<file path="config.mk">
export PLATFORM = sky130hd
export DESIGN_NAME = play_decide
export DESIGN_NICKNAME = d
export VERILOG_FILES = /design/src/rtl/play_decide_pkg.sv /design/src/rtl/play_pick.sv /design/src/rtl/play_mode.sv /design/src/rtl/play_decide.sv
export SDC_FILE = /design/constraint.sdc
export NUM_CORES = 1
export LEC_CHECK = 0
export BUFFER_PORTS_ARGS = -buffer_cell sky130_fd_sc_hd__buf_2
export CORE_ASPECT_RATIO = 1.75
export CORE_MARGIN = 3
export CORE_UTILIZATION = 30
export DETAILED_ROUTE_END_ITERATION = 12
export GPL_TIMING_DRIVEN = 0
export PLACE_DENSITY = 0.58
export SLEW_MARGIN = 25
export SYNTH_ARGS = -nofsm -noshare
export SYNTH_HDL_FRONTEND = slang
export SYNTH_SLANG_ARGS = --single-unit
</file>
<file path="constraint.sdc">
create_clock -name clk_i -period 0.8 [get_ports clk_i]
set_input_delay 0.08 -clock clk_i [delete_from_list [all_inputs] [get_ports clk_i]]
set_output_delay 0.08 -clock clk_i [all_outputs]
set_load 0.01 [all_outputs]
</file>
<file path="src/rtl/play_decide_pkg.sv">
package play_decide_pkg;
  typedef enum logic [1:0] {
    MODE_REWARD = 2'd0,
    MODE_ADJ    = 2'd1,
    MODE_DIGIT  = 2'd2,
    MODE_SKIP   = 2'd3
  } play_mode_e;
endpackage

</file>
<file path="src/rtl/play_pick.sv">
// Chooses the max (or min) of N values; ties go to the lowest index.
module play_pick #(
  parameter int N        = 4,
  parameter int W        = 8,
  parameter bit PICK_MAX = 1'b1
) (
  input  logic [N*W-1:0] vals_i,
  output logic [N-1:0]   onehot_o,
  output logic [W-1:0]   val_o
);
  localparam int IDX_W = (N > 1) ? $clog2(N) : 1;

  logic [W-1:0]     vals [N];
  logic [IDX_W-1:0] best_idx;

  for (genvar g = 0; g < N; g++) begin : g_unpack
    assign vals[g] = vals_i[g*W +: W];
  end

  always_comb begin
    best_idx = IDX_W'(N-1);
    val_o    = vals[N-1];
    for (int i = N-2; i >= 0; i--) begin
      if (PICK_MAX ? (vals[i] >= val_o) : (vals[i] <= val_o)) begin
        best_idx = IDX_W'(i);
        val_o    = vals[i];
      end
    end
  end

  always_comb begin
    onehot_o           = '0;
    onehot_o[best_idx] = 1'b1;
  end
endmodule

</file>
<file path="src/rtl/play_mode.sv">
module play_mode
  import play_decide_pkg::*;
#(
  parameter int SCORE_W = 8
) (
  input  logic               start_i,
  input  logic [SCORE_W-1:0] own_score_i,
  input  logic [SCORE_W-1:0] opp_score_i,
  input  logic               any_adj_i,
  input  logic               rand_zero_i,
  output play_mode_e         mode_o
);
  always_comb begin
    if (start_i) begin
      if (any_adj_i)        mode_o = MODE_ADJ;
      else if (rand_zero_i) mode_o = MODE_SKIP;
      else                  mode_o = MODE_DIGIT;
    end else if (own_score_i <= opp_score_i) begin
      mode_o = MODE_REWARD;   // level scores play as if behind
    end else if (any_adj_i) begin
      mode_o = MODE_ADJ;
    end else begin
      mode_o = MODE_DIGIT;    // smallest digit is the rightmost zero when one exists
    end
  end
endmodule

</file>
<file path="src/rtl/play_decide.sv">
module play_decide
  import play_decide_pkg::*;
#(
  parameter int NUM_POS  = 4,
  parameter int DIGIT_W  = 4,
  parameter int SCORE_W  = 8,
  parameter int REWARD_W = 8,
  parameter int ADJ_W    = 2
) (
  input  logic                          clk_i,
  input  logic                          rst_ni,
  input  logic                          decide_i,
  input  logic                          start_i,
  input  logic [SCORE_W-1:0]            own_score_i,
  input  logic [SCORE_W-1:0]            opp_score_i,
  input  logic [DIGIT_W-1:0]            rand_digit_i,
  input  logic [NUM_POS*DIGIT_W-1:0]    digits_i,
  input  logic [NUM_POS*REWARD_W-1:0]   reward_i,
  input  logic [NUM_POS*ADJ_W-1:0]      adj_i,
  output logic [NUM_POS-1:0]            sel_o,
  output logic                          played_o,
  output logic                          skip_o
);
  logic [NUM_POS-1:0]  rwd_sel, adj_sel, dig_sel;
  logic [REWARD_W-1:0] rwd_best;
  logic [ADJ_W-1:0]    adj_best;
  logic [DIGIT_W-1:0]  dig_best;
  logic                any_adj;
  play_mode_e          mode;
  logic [NUM_POS-1:0]  sel_d;

  assign any_adj = |adj_i;

  play_pick #(.N(NUM_POS), .W(REWARD_W), .PICK_MAX(1'b1)) u_rwd_pick (
    .vals_i(reward_i), .onehot_o(rwd_sel), .val_o(rwd_best)
  );
  play_pick #(.N(NUM_POS), .W(ADJ_W), .PICK_MAX(1'b1)) u_adj_pick (
    .vals_i(adj_i), .onehot_o(adj_sel), .val_o(adj_best)
  );
  play_pick #(.N(NUM_POS), .W(DIGIT_W), .PICK_MAX(1'b0)) u_dig_pick (
    .vals_i(digits_i), .onehot_o(dig_sel), .val_o(dig_best)
  );

  play_mode #(.SCORE_W(SCORE_W)) u_mode (
    .start_i     (start_i),
    .own_score_i (own_score_i),
    .opp_score_i (opp_score_i),
    .any_adj_i   (any_adj),
    .rand_zero_i (rand_digit_i == '0),
    .mode_o      (mode)
  );

  always_comb begin
    unique case (mode)
      MODE_REWARD: sel_d = rwd_sel;
      MODE_ADJ:    sel_d = adj_sel;
      MODE_DIGIT:  sel_d = dig_sel;
      default:     sel_d = '0;
    endcase
  end

  always_ff @(posedge clk_i or negedge rst_ni) begin
    if (!rst_ni) begin
      sel_o    <= '0;
      played_o <= 1'b0;
      skip_o   <= 1'b0;
    end else if (decide_i) begin
      sel_o    <= sel_d;
      played_o <= (mode != MODE_SKIP);
      skip_o   <= (mode == MODE_SKIP);
    end else begin
      sel_o    <= '0;
      played_o <= 1'b0;
      skip_o   <= 1'b0;
    end
  end


  excl_flags_chk: assert property (@(posedge clk_i) disable iff (!rst_ni)
    !(played_o && skip_o));


  played_onehot_chk: assert property (@(posedge clk_i) disable iff (!rst_ni)
    played_o |-> $countones(sel_o) == 1);


  skip_nosel_chk: assert property (@(posedge clk_i) disable iff (!rst_ni)
    skip_o |-> sel_o == '0);


  idle_quiet_chk: assert property (@(posedge clk_i) disable iff (!rst_ni)
    !decide_i |=> (sel_o == '0 && !played_o && !skip_o));


  decide_resp_chk: assert property (@(posedge clk_i) disable iff (!rst_ni)
    decide_i |=> (played_o || skip_o));


  start_skip_chk: assert property (@(posedge clk_i) disable iff (!rst_ni)
    (decide_i && start_i && adj_i == '0 && rand_digit_i == '0) |=> skip_o);


  start_adj_chk: assert property (@(posedge clk_i) disable iff (!rst_ni)
    (decide_i && start_i && adj_i != '0) |=> played_o);
endmodule

</file>
==> qor.csv, run 1 <==
stage,metric,value,unit
floorplan,start_util,31.4,%
sta,period_share,483,%
synth,yosys.cell_types.count,38,
power,seqPwrFrac,11.9,%
finish,drive_above_1_share,42.5,%
sta,setup_ws,-3060,ps
worst_setup_path,start_kind,input port,
global_route,antenna_found_initial,0,
floorplan,coreArea,5680,µm²
global_route,grt_use_total,14.1,%
sta,relSlewSlack,65.7,%
finish,postLayoutCoreUtil,48.3,%
worst_setup_path,arrival,4010,ps
global_route,grt_first_pass_wirelength,7.94,mm
finish,antenna_cells,0,
worst_setup_path,cpMostUsedCell,a21o_1,
global_route,grt_max_degree,10,
synth,syn_nets,356,
place,placed_area,2460,µm²
sta,maxSlewViolCount,0,
flow_run,max-cap-violations,0,
floorplan,rows,36,
power,p_leak,0.00149,µW
power,peakVddDrop,0.484,mV
worst_setup_path,cp_num_buf_inv,4,
synth,yosysMostFrequentCell,ha_1,
global_route,grt_pass1_vias,1963,
worst_setup_path,path_cells,buf_8 -> ha_4 -> nand2b_4 -> a2111oi_4 -> o31a_1 -> buf_6 -> mux2_4 -> ha_4 -> nand2b_4 -> a21o_1 -> a211oi_2 -> o31a_1 -> buf_6 -> buf_4 -> nand2_1 -> o21ai_0 -> ha_1 -> a21o_1 -> a21o_1 -> a2111oi_4 -> a41o_1,
synth,synthCells,224,
cts,cts.sinks,6,
power,power_density,1030,nW/µm²
routing,ant_nets,0,
routing,via_per_inst,4.99,
worst_setup_path,cp_max_fo,8,
synth,async_flop_share,100,%
floorplan,pin_count,86,
sta,worst_pin_slew,502,ps
synth,syn_area,1780,µm²
worst_setup_path,crit_family,compound AO/OA/AOI/OAI gates,
synth,synth_top_cells_by_count,"ha_1, inv_1, nand2_1, o21ai_0, a21oi_1",
sta,post-route-min-period,3860,ps
cts,cts-root-buf,clkbuf_8,
global_route,gr-total-overflow,0,
synth,synth_edf_count,0,
run_status,violations,negative setup slack,
synth,ys_warn_count,0,
finish,num-nets-final,461,
finish,final_cell_area,2740,µm²
routing,drc_errors,0,
worst_setup_path,slowest_stage,a2111oi_4,
power,p_sw_share,39.6,%
power,p_comb_share,72.5,%
power,switchingPower,1120,µW
worst_setup_path,end_kind,flip-flop,
sta,max_freq,0.259,GHz
synth,synth-seq-cells,6,
synth,synth_ff_type,dfrtp_1,
floorplan,die_h,108,µm
place,gp_congestion,0.729,
synth,avgSynthCellArea,7.95,µm²
worst_setup_path,cp.required,950,ps
synth,synthTopCellsByArea,"ha_1, dfrtp_1, inv_1",
synth,synth_top_area_share,36.5,%
cts,htree_levels,1,
sta,hold_violations,0,
sta,rsz0062_at_grt,yes,
finish,syn2layout_area_growth,53.9,%
cts,clk_path_buf_depth,2,
synth,yosys.area.top_type,ha_1,
routing,dr.pass1.iters,4,
place,hpwl,4.36,mm
synth,synth-seq-area-share,8.43,%
place,io_buffer_count,85,
finish,fill_cells,592,
run_status,status,"complete, but fails checks",
routing,wire_per_inst,12.1,µm
hold_path,hold_class,in -> reg,
routing,wl,4.89,mm
cts,numCtsBuffers,3,
power,p_int,1710,µW
routing,drtIter0Drc,22,
floorplan,die_w,64.2,µm
cts,clk_pin_slew,30,ps
worst_setup_path,slowest_delay,450,ps
power,power_frac_clock,15.7,%
sta,holdWs,157,ps
routing,vias,2012,
cts,cts_tree,yes,
place,dp_slack,-3610,ps
worst_setup_path,criticalPathCategory,in -> reg,
floorplan,dieArea,6930,µm²
sta,setup_violations,5,
per-layer routing:
layer / part of all wire, % / global-route usage [%] / routed length [µm]
met1: 34 / 12.4 / 1650
met2: 60 / 31.6 / 2930
met3: 5.8 / 1.25 / 284
met4: 0.57 / 3.48 / 28
met5: 0 / 0 / 0
state kept, by name (all words and copies together), names as in the netlist:
name,count
skip_o,1
played_o,1
sel_o,4
placed cells by master, fill, tap and decap left out, types with 2 or more instances in the layout:
| master | synthesis | routed |
|---|---|---|
| clkbuf_8 | 0 | 3 |
| o211ai_1 | 2 | 2 |
| buf_6 | 0 | 6 |
| inv_1 | 35 | 33 |
| a21oi_1 | 14 | 10 |
| dfrtp_1 | 6 | 6 |
| nand4_1 | 9 | 9 |
| o21ai_0 | 16 | 12 |
| o31ai_1 | 2 | 2 |
| nor2_1 | 9 | 8 |
| nor4_4 | 0 | 3 |
| a21oi_2 | 0 | 4 |
| nand2_2 | 0 | 3 |
| nand3b_1 | 2 | 2 |
| ha_1 | 52 | 48 |
| nor2b_1 | 2 | 2 |
| o31a_1 | 2 | 2 |
| nand2_1 | 19 | 16 |
| a21o_1 | 5 | 5 |
| nand2b_1 | 6 | 3 |
| a2111oi_4 | 1 | 2 |
| buf_2 | 1 | 77 |
| o21a_1 | 5 | 5 |
| ha_4 | 0 | 4 |
| mux2i_1 | 10 | 9 |
| mux2_2 | 3 | 2 |
| nand2b_4 | 0 | 3 |
| o21ai_1 | 0 | 2 |
| buf_4 | 1 | 15 |
| a211oi_1 | 3 | 2 |
| buf_8 | 0 | 4 |
final cells by class:
type | count | area [µm²] | area share (%)
Timing Repair Buffer | 100 | 598 | 21.8
Tap cell | 76 | 95.1 | 3.47
Sequential cell | 6 | 150 | 5.48
Multi-Input combinational cell | 180 | 1680 | 61.4
Clock buffer | 3 | 41.3 | 1.51
Inverter | 35 | 136 | 4.98
Buffer | 3 | 37.5 | 1.37
cells by family after synthesis:
family	Yosys count	synth area share, %
simple gates	57	16.9
flops	6	8.43
buf+inv	38	8.29
mux	13	7.52
fa+ha+maj	52	36.5
compound gates	58	22.3
power by group through the flow:
stage | registers [µW] | logic (µW) | clock network (µW)
after floorplan | 352 | 1200 | 0
after global placement | 337 | 1740 | 0
after detailed placement | 338 | 1780 | 0
after CTS | 334 | 1980 | 453
after global routing | 338 | 2320 | 475
final | 336 | 2050 | 443
worst min-delay path, stage by stage:
cell	delay, ps
buf_2	130
o21ai_4	80
inv_2	50
worst paths after layout:
kind                               from       end  slack (ps)  cells after the start
worst max-delay path       reward_i[24]  sel_o[3]       -3060                     21
worst min-delay path           decide_i  played_o         160                      3
max in group asynchronous        rst_ni  sel_o[3]         440                      2
min in group asynchronous        rst_ni  played_o         210                      2
per-stage QoR:
step	total power, µW	instances	setup TNS (ps)
final	2830	403	-12170
after global placement	2080	385	-14670
after floorplan	1550	224	-12060
after detailed placement	2120	385	-14850
after global routing	3140	403	-12940
after CTS	2760	397	-12790
timing repair:
| item | 4_1_cts | 5_1_grt |
|---|---|---|
| gates cloned | 0 | 0 |
| resized for setup | 23 | 10 |
| hold buffers | 1 | 0 |
| hold endpoints to repair | 6 | 0 |
| setup buffers | 8 | 6 |
| pin swaps | 8 | 7 |
| setup endpoints to repair | 6 | 11 |
No activity file was read; power rests on OpenSTA's default activity.
==> run 2: changes to the inputs <==
Settings changed: CELL_PAD_IN_SITES_DETAIL_PLACEMENT set to 0, CELL_PAD_IN_SITES_GLOBAL_PLACEMENT set to 2, CORE_UTILIZATION 30 to 25, PLACE_DENSITY 0.58 to 0.83.
==> run 2 against run 1 <==
Die area is 18% higher; non-clock buffer count is 7 lower; critical path type unchanged; sequential share of layout area hardly changed; fmax is 0.52% lower; global-route usage is 1.7 points lower; worst hold slack better by 7.5 ps; the run still ends with negative setup slack left; power is 9.6% higher; clock-buffer cell count stayed put.
==> qor.csv, run 2 (synthesis results as in run 1) <==
stage,metric,value,unit
run_status,status,"complete, but fails checks",
run_status,violations,negative setup slack,
floorplan,start_util,25.8,%
floorplan,rows,40,
floorplan,dieArea,8210,µm²
finish,drive_above_1_share,40.9,%
sta,setup_violations,9,
worst_setup_path,cp.required,960,ps
worst_setup_path,criticalPathCategory,in -> reg,
worst_setup_path,slowest_stage,a2111oi_4,
cts,cts_tree,yes,
cts,numCtsBuffers,3,
global_route,grtUsageMet3,2.22,%
power,power_frac_clock,25.8,%
global_route,grt_util_met2,25.1,%
power,power_density,1140,nW/µm²
power,switchingPower,1140,µW
finish,layout_commonest_cell,buf_2,
worst_setup_path,path_cells,buf_8 -> inv_6 -> ha_4 -> nand2b_4 -> a2111oi_4 -> o31a_1 -> buf_6 -> mux2_4 -> ha_4 -> nand2b_4 -> a21o_1 -> a211oi_2 -> o31a_1 -> buf_6 -> buf_4 -> nand2_1 -> o21ai_0 -> ha_1 -> a21o_1 -> a21o_1 -> a2111oi_4 -> a41o_1,
finish,postLayoutCoreUtil,39.5,%
cts,clk_pin_slew,30,ps
routing,via_per_inst,4.88,
global_route,grt_max_degree,10,
place,hpwl,4.62,mm
worst_setup_path,arrival,4040,ps
global_route,antenna_found_initial,0,
routing,vias,1970,
global_route,grt_first_pass_wirelength,8.46,mm
worst_setup_path,slowest_delay,450,ps
routing,wl,5.04,mm
sta,rsz0062_at_grt,yes,
global_route,grt.busiest_layer,met2,
routing,drc_errors,0,
sta,post-route-min-period,3880,ps
worst_setup_path,start_kind,input port,
finish,top_regs,"sel_o x4, played_o x1, skip_o x1",
finish,largest_reg_flops,4,
global_route,grt_use_met1,12.0,%
global_route,gr-total-overflow,0,
finish,multi_input_area,1680,µm²
cts,htree_levels,1,
place,dp_slack,-3650,ps
sta,hold_violations,0,
finish,antenna_cells,0,
power,peakVddDrop,0.490,mV
cts,cts.sinks,6,
hold_path,hold_class,in -> reg,
global_route,grt_pass1_vias,2029,
place,gp_congestion,0.790,
floorplan,die_w,69.8,µm
floorplan,pin_count,86,
cts,cts-root-buf,clkbuf_16,
finish,final_cell_mix,"buf_2, ha_1, inv_1",
sta,setup_ws,-3080,ps
sta,max_freq,0.258,GHz
floorplan,die_h,118,µm
routing,drtIter0Drc,38,
place,io_buffer_count,85,
cts,clk_path_buf_depth,2,
worst_setup_path,end_kind,flip-flop,
power,p_leak,0.00147,µW
power,p_int,1960,µW
worst_setup_path,cp_max_fo,9,
finish,syn2layout_area_growth,53.1,%
routing,ant_nets,0,
finish,fill_cells,745,
hold_path,min_from,decide_i,
finish,num-nets-final,454,
sta,relSlewSlack,66.5,%
finish,regMostFlops,sel_o,
sta,maxSlewViolCount,0,
sta,period_share,485,%
routing,dr.pass1.iters,4,
power,p_sw_share,36.7,%
flow_run,max-cap-violations,0,
hold_path,worstHoldEndpoint,played_o,
routing,wire_per_inst,12.5,µm
power,p_comb_share,63.3,%
finish,register_area,150,µm²
worst_setup_path,cpMostUsedCell,a21o_1,
hold_path,hold_depth,3,
power,seqPwrFrac,10.9,%
floorplan,coreArea,6910,µm²
sta,worst_pin_slew,489,ps
global_route,grt_use_total,12.3,%
## run 2: worst max-delay path: cells and delay by family
family	cells	cell delay, ps
AO/OA/AOI/OAI	10	2060
adder cells (fa/ha/maj)	3	690
buffers and inverters	5	540
multiplexers	1	330
AND/OR/NAND/NOR	3	320
## run 2: routing by layer
layer  vias to the layer above  routed length (µm)
li1                       1008                   -
met1                       885                1740
met2                        68                2890
met3                         9                 302
met4                         0                 110
met5                         -                   0
## run 2: how the worst max path moves through the flow
stage	end	start	slack, ps	cells after the start
after floorplan	sel_o[3]	reward_i[24]	-3020	22
after CTS	sel_o[3]	reward_i[16]	-3220	24
after global placement	sel_o[1]	reward_i[16]	-3590	24
after global routing	sel_o[3]	reward_i[16]	-3350	22
after detailed placement	sel_o[1]	reward_i[16]	-3650	24
final	sel_o[3]	reward_i[16]	-3080	22
## run 2: timing repair
item | 4_1_cts | 5_1_grt
hold buffers | 1 | 0
buffers inserted | 5 | 2
pin swaps | 10 | 10
endpoints found under the hold margin | 6 | 0
setup endpoints to repair | 9 | 11
resized for setup | 22 | 8
cloned | 0 | 0
## run 2: metrics by stage
| step | total power (µW) | hold WS (ps) | instance area [µm²] | instances | setup TNS (ps) |
|---|---|---|---|---|---|
| detailed placement | 2130 | -95.7 | 2470 | 393 | -15010 |
| global route | 3390 | 168 | 2730 | 404 | -13430 |
| global placement | 2090 | -98.2 | 2470 | 393 | -14810 |
| finish | 3100 | 164 | 2730 | 404 | -12260 |
| floorplan | 1550 | -216 | 1940 | 224 | -12060 |
| CTS | 3080 | 158 | 2670 | 402 | -12860 |
## run 2: cell type report
cell class              count  share of cell area, %
repair buffers             93                   19.9
clock buffers               3                   2.75
well taps                  84                   3.86
flip-flops and latches      6                   5.51
inverters                  35                   5.00
multi-input cells         180                   61.6
plain buffers               3                   1.38
## run 2: power groups by stage
| stage | registers, µW | logic, µW | clock network (µW) |
|---|---|---|---|
| finish | 338 | 1960 | 800 |
| detailed placement | 341 | 1790 | 0 |
| floorplan | 352 | 1200 | 0 |
| global route | 341 | 2230 | 824 |
| CTS | 338 | 1930 | 810 |
| global placement | 341 | 1750 | 0 |
==> run 3: changes to the inputs <==
Settings changed: ABC_AREA set to 1, PLACE_DENSITY 0.83 to 0.84.
==> run 3 against run 2 <==
The flow still finishes with violations (negative setup slack); cell area rose by 23%; die area is 15% higher; fmax grew 20%; setup slack better by 660 ps; power increased by 32%; flip-flop and latch count stayed put; via count is 19% higher; critical path type unchanged; largest cell class unchanged.
==> qor.csv, run 3 <==
stage,metric,value,unit
synth,synth_top_cells_by_count,"nand2_1, inv_1, ha_1, nor2_1, a21oi_1",
synth,syn_area,2060,µm²
finish,antenna_cells,0,
global_route,antenna_found_initial,0,
floorplan,start_util,25.9,%
floorplan,pin_count,86,
cts,cts-root-buf,clkbuf_16,
sta,maxSlewViolCount,0,
sta,setup_ws,-2420,ps
routing,drtIter0Drc,43,
worst_setup_path,end_kind,flip-flop,
worst_setup_path,critPathLaunch,reward_i[23],
place,gp_congestion,0.822,
power,power_density,1210,nW/µm²
run_status,status,"complete, but fails checks",
hold_path,min_from,decide_i,
global_route,grtUsageMet3,1.68,%
synth,avgSynthCellArea,6.62,µm²
hold_path,hold_class,in -> reg,
global_route,grt_use_met1,12.0,%
synth,ys_warn_count,0,
routing,wire_per_inst,11.6,µm
synth,synth-seq-cells,6,
cts,numCtsBuffers,3,
global_route,grt.busiest_layer,met2,
place,hpwl,5.05,mm
hold_path,worstHoldEndpoint,sel_o[3],
sta,worst_pin_slew,348,ps
routing,via_per_inst,4.53,
global_route,gr-total-overflow,0,
synth,synth_compound_area_share,17.7,%
synth,yosysMostFrequentCell,nand2_1,
routing,drc_errors,0,
flow_run,max-cap-violations,0,
sta,relSlewSlack,76.8,%
place,dp_slack,-3090,ps
sta,max_freq,0.310,GHz
synth,syn_nets,444,
routing,ant_nets,0,
finish,final_cell_mix,"buf_2, nand2_1, inv_1",
floorplan,dieArea,9430,µm²
global_route,grt_first_pass_wirelength,9.96,mm
synth,synth-simple-area-share,30.3,%
finish,top_regs,"sel_o x4, played_o x1, skip_o x1",
synth,async_flop_share,100,%
worst_setup_path,criticalPathCategory,in -> reg,
worst_setup_path,cp_max_fo,8,
finish,syn2layout_area_growth,62.7,%
sta,hold_violations,0,
sta,period_share,403,%
global_route,grt_max_degree,11,
synth,synth_top_family_by_area,adder cells,
cts,htree_levels,1,
hold_path,hold_depth,3,
worst_setup_path,arrival,3380,ps
sta,holdWs,75.4,ps
synth,synth_edf_count,0,
floorplan,die_w,74.7,µm
finish,regMostFlops,sel_o,
cts,cts.sinks,6,
run_status,violations,negative setup slack,
finish,postLayoutCoreUtil,42.2,%
power,peakVddDrop,0.605,mV
finish,drive_above_1_share,46.2,%
sta,rsz0062_at_grt,yes,
synth,synthCells,312,
synth,synth_top_area_share,31.5,%
finish,layout_commonest_cell,buf_2,
cts,clk_path_buf_depth,2,
global_route,grt_util_met2,28.1,%
routing,wl,5.97,mm
synth,synthTopCellsByArea,"ha_1, nand2_1, inv_1",
finish,largest_reg_flops,4,
power,p_leak,0.00183,µW
synth,synth_xor_area_share,0,%
floorplan,coreArea,7960,µm²
finish,fill_cells,836,
routing,vias,2336,
floorplan,die_h,126,µm
floorplan,rows,43,
synth,yosys.area.top_type,ha_1,
sta,tns,-9620,ps
place,io_buffer_count,85,
sta,setup_violations,6,
cts,clk_pin_slew,30,ps
global_route,grt_use_total,13.3,%
cts,cts_tree,yes,
worst_setup_path,start_kind,input port,
finish,num-nets-final,560,
sta,post-route-min-period,3220,ps
synth,yosys.cell_types.count,32,
synth,synth_ff_type,dfrtp_1,
synth,synthAdderAreaFrac,31.5,%
routing,dr.pass1.iters,3,
global_route,grt_pass1_vias,2421,
synth,synth.mux.area_fraction,0,%
synth,synth-seq-area-share,7.27,%
worst_setup_path,cp.required,960,ps
run 3: cell count changes in the layout (fill, tap and decap cells not counted), sizes merged, moves of 4 or more:
cell and change:
o21a -4, mux2i -10, nand2b -5, nand3 +16, inv +27, a21oi +12
buf +19, nor2 +27, o21bai +4, nand2 +54, nand4 -6
run 3: how the worst max path moves through the flow:
stage	slack (ps)	to
after floorplan	-2290	sel_o[2]
after global placement	-3040	sel_o[1]
after detailed placement	-3090	sel_o[1]
after CTS	-2420	sel_o[1]
after global routing	-2670	sel_o[1]
final	-2420	sel_o[1]
run 3: layer usage:
metal	share of wire [%]	vias up
li1	-	1241
met1	32	1030
met2	61	55
met3	4.4	10
met4	2.1	0
met5	0	-
run 3: cell families after synthesis:
kind of cell / count (synthesis)
compound gates: 52
fa+ha+maj: 52
buf+inv: 66
flops: 6
simple gates: 136
run 3: report_power, final:
part / total, µW / internal, µW / leakage, µW / switching (µW)
Combinational: 2930 / 1390 / 0.00171 / 1540
Sequential: 341 / 331 / 0.0000795 / 10.4
Clock: 803 / 641 / 0.0000370 / 162
Total: 4080 / 2370 / 0.00183 / 1710
run 3: area by class of cell:
cell class | count | area, µm² | share of cell area (%)
Buffer | 4 | 47.5 | 1.42
Clock buffer | 3 | 75.1 | 2.24
Inverter | 62 | 250 | 7.45
Multi-Input combinational cell | 240 | 2000 | 59.6
Sequential cell | 6 | 150 | 4.47
Tap cell | 90 | 113 | 3.35
Timing Repair Buffer | 111 | 721 | 21.5
run 3: what timing repair did:
action / CTS / global route
gates cloned: 1 / 0
hold endpoints to repair: 6 / 0
setup buffers: 22 / 2
hold buffers: 1 / 0
resized for setup: 43 / 16
pin swaps: 29 / 22
endpoints found under the setup margin: 7 / 11
run 3: per-stage QoR:
| stage | total power [µW] | instances | instance area (µm²) |
|---|---|---|---|
| floorplan | 2030 | 312 | 2260 |
| global placement | 2650 | 487 | 2790 |
| detailed placement | 2680 | 487 | 2790 |
| CTS | 4010 | 514 | 3260 |
| global route | 4510 | 516 | 3360 |
| finish | 4080 | 516 | 3360 |
run 3: worst max-delay path, stage by stage:
cell	delay (ps)
buf_8	100
ha_4	240
a21o_1	200
nor2_4	130
nand3_4	160
buf_12	190
a21oi_4	170
ha_4	230
nand2_2	70
nand3_2	80
nand2_1	80
nand2_2	70
a21oi_4	200
buf_8	160
buf_6	110
o21ai_2	40
ha_1	280
nand2_1	70
inv_1	40
nand2_1	50
nand2_1	40
nand2_1	70
nand3_2	100
inv_2	80
nand3_2	60
nor2_2	100
nor2_1	50
nor2_1	90
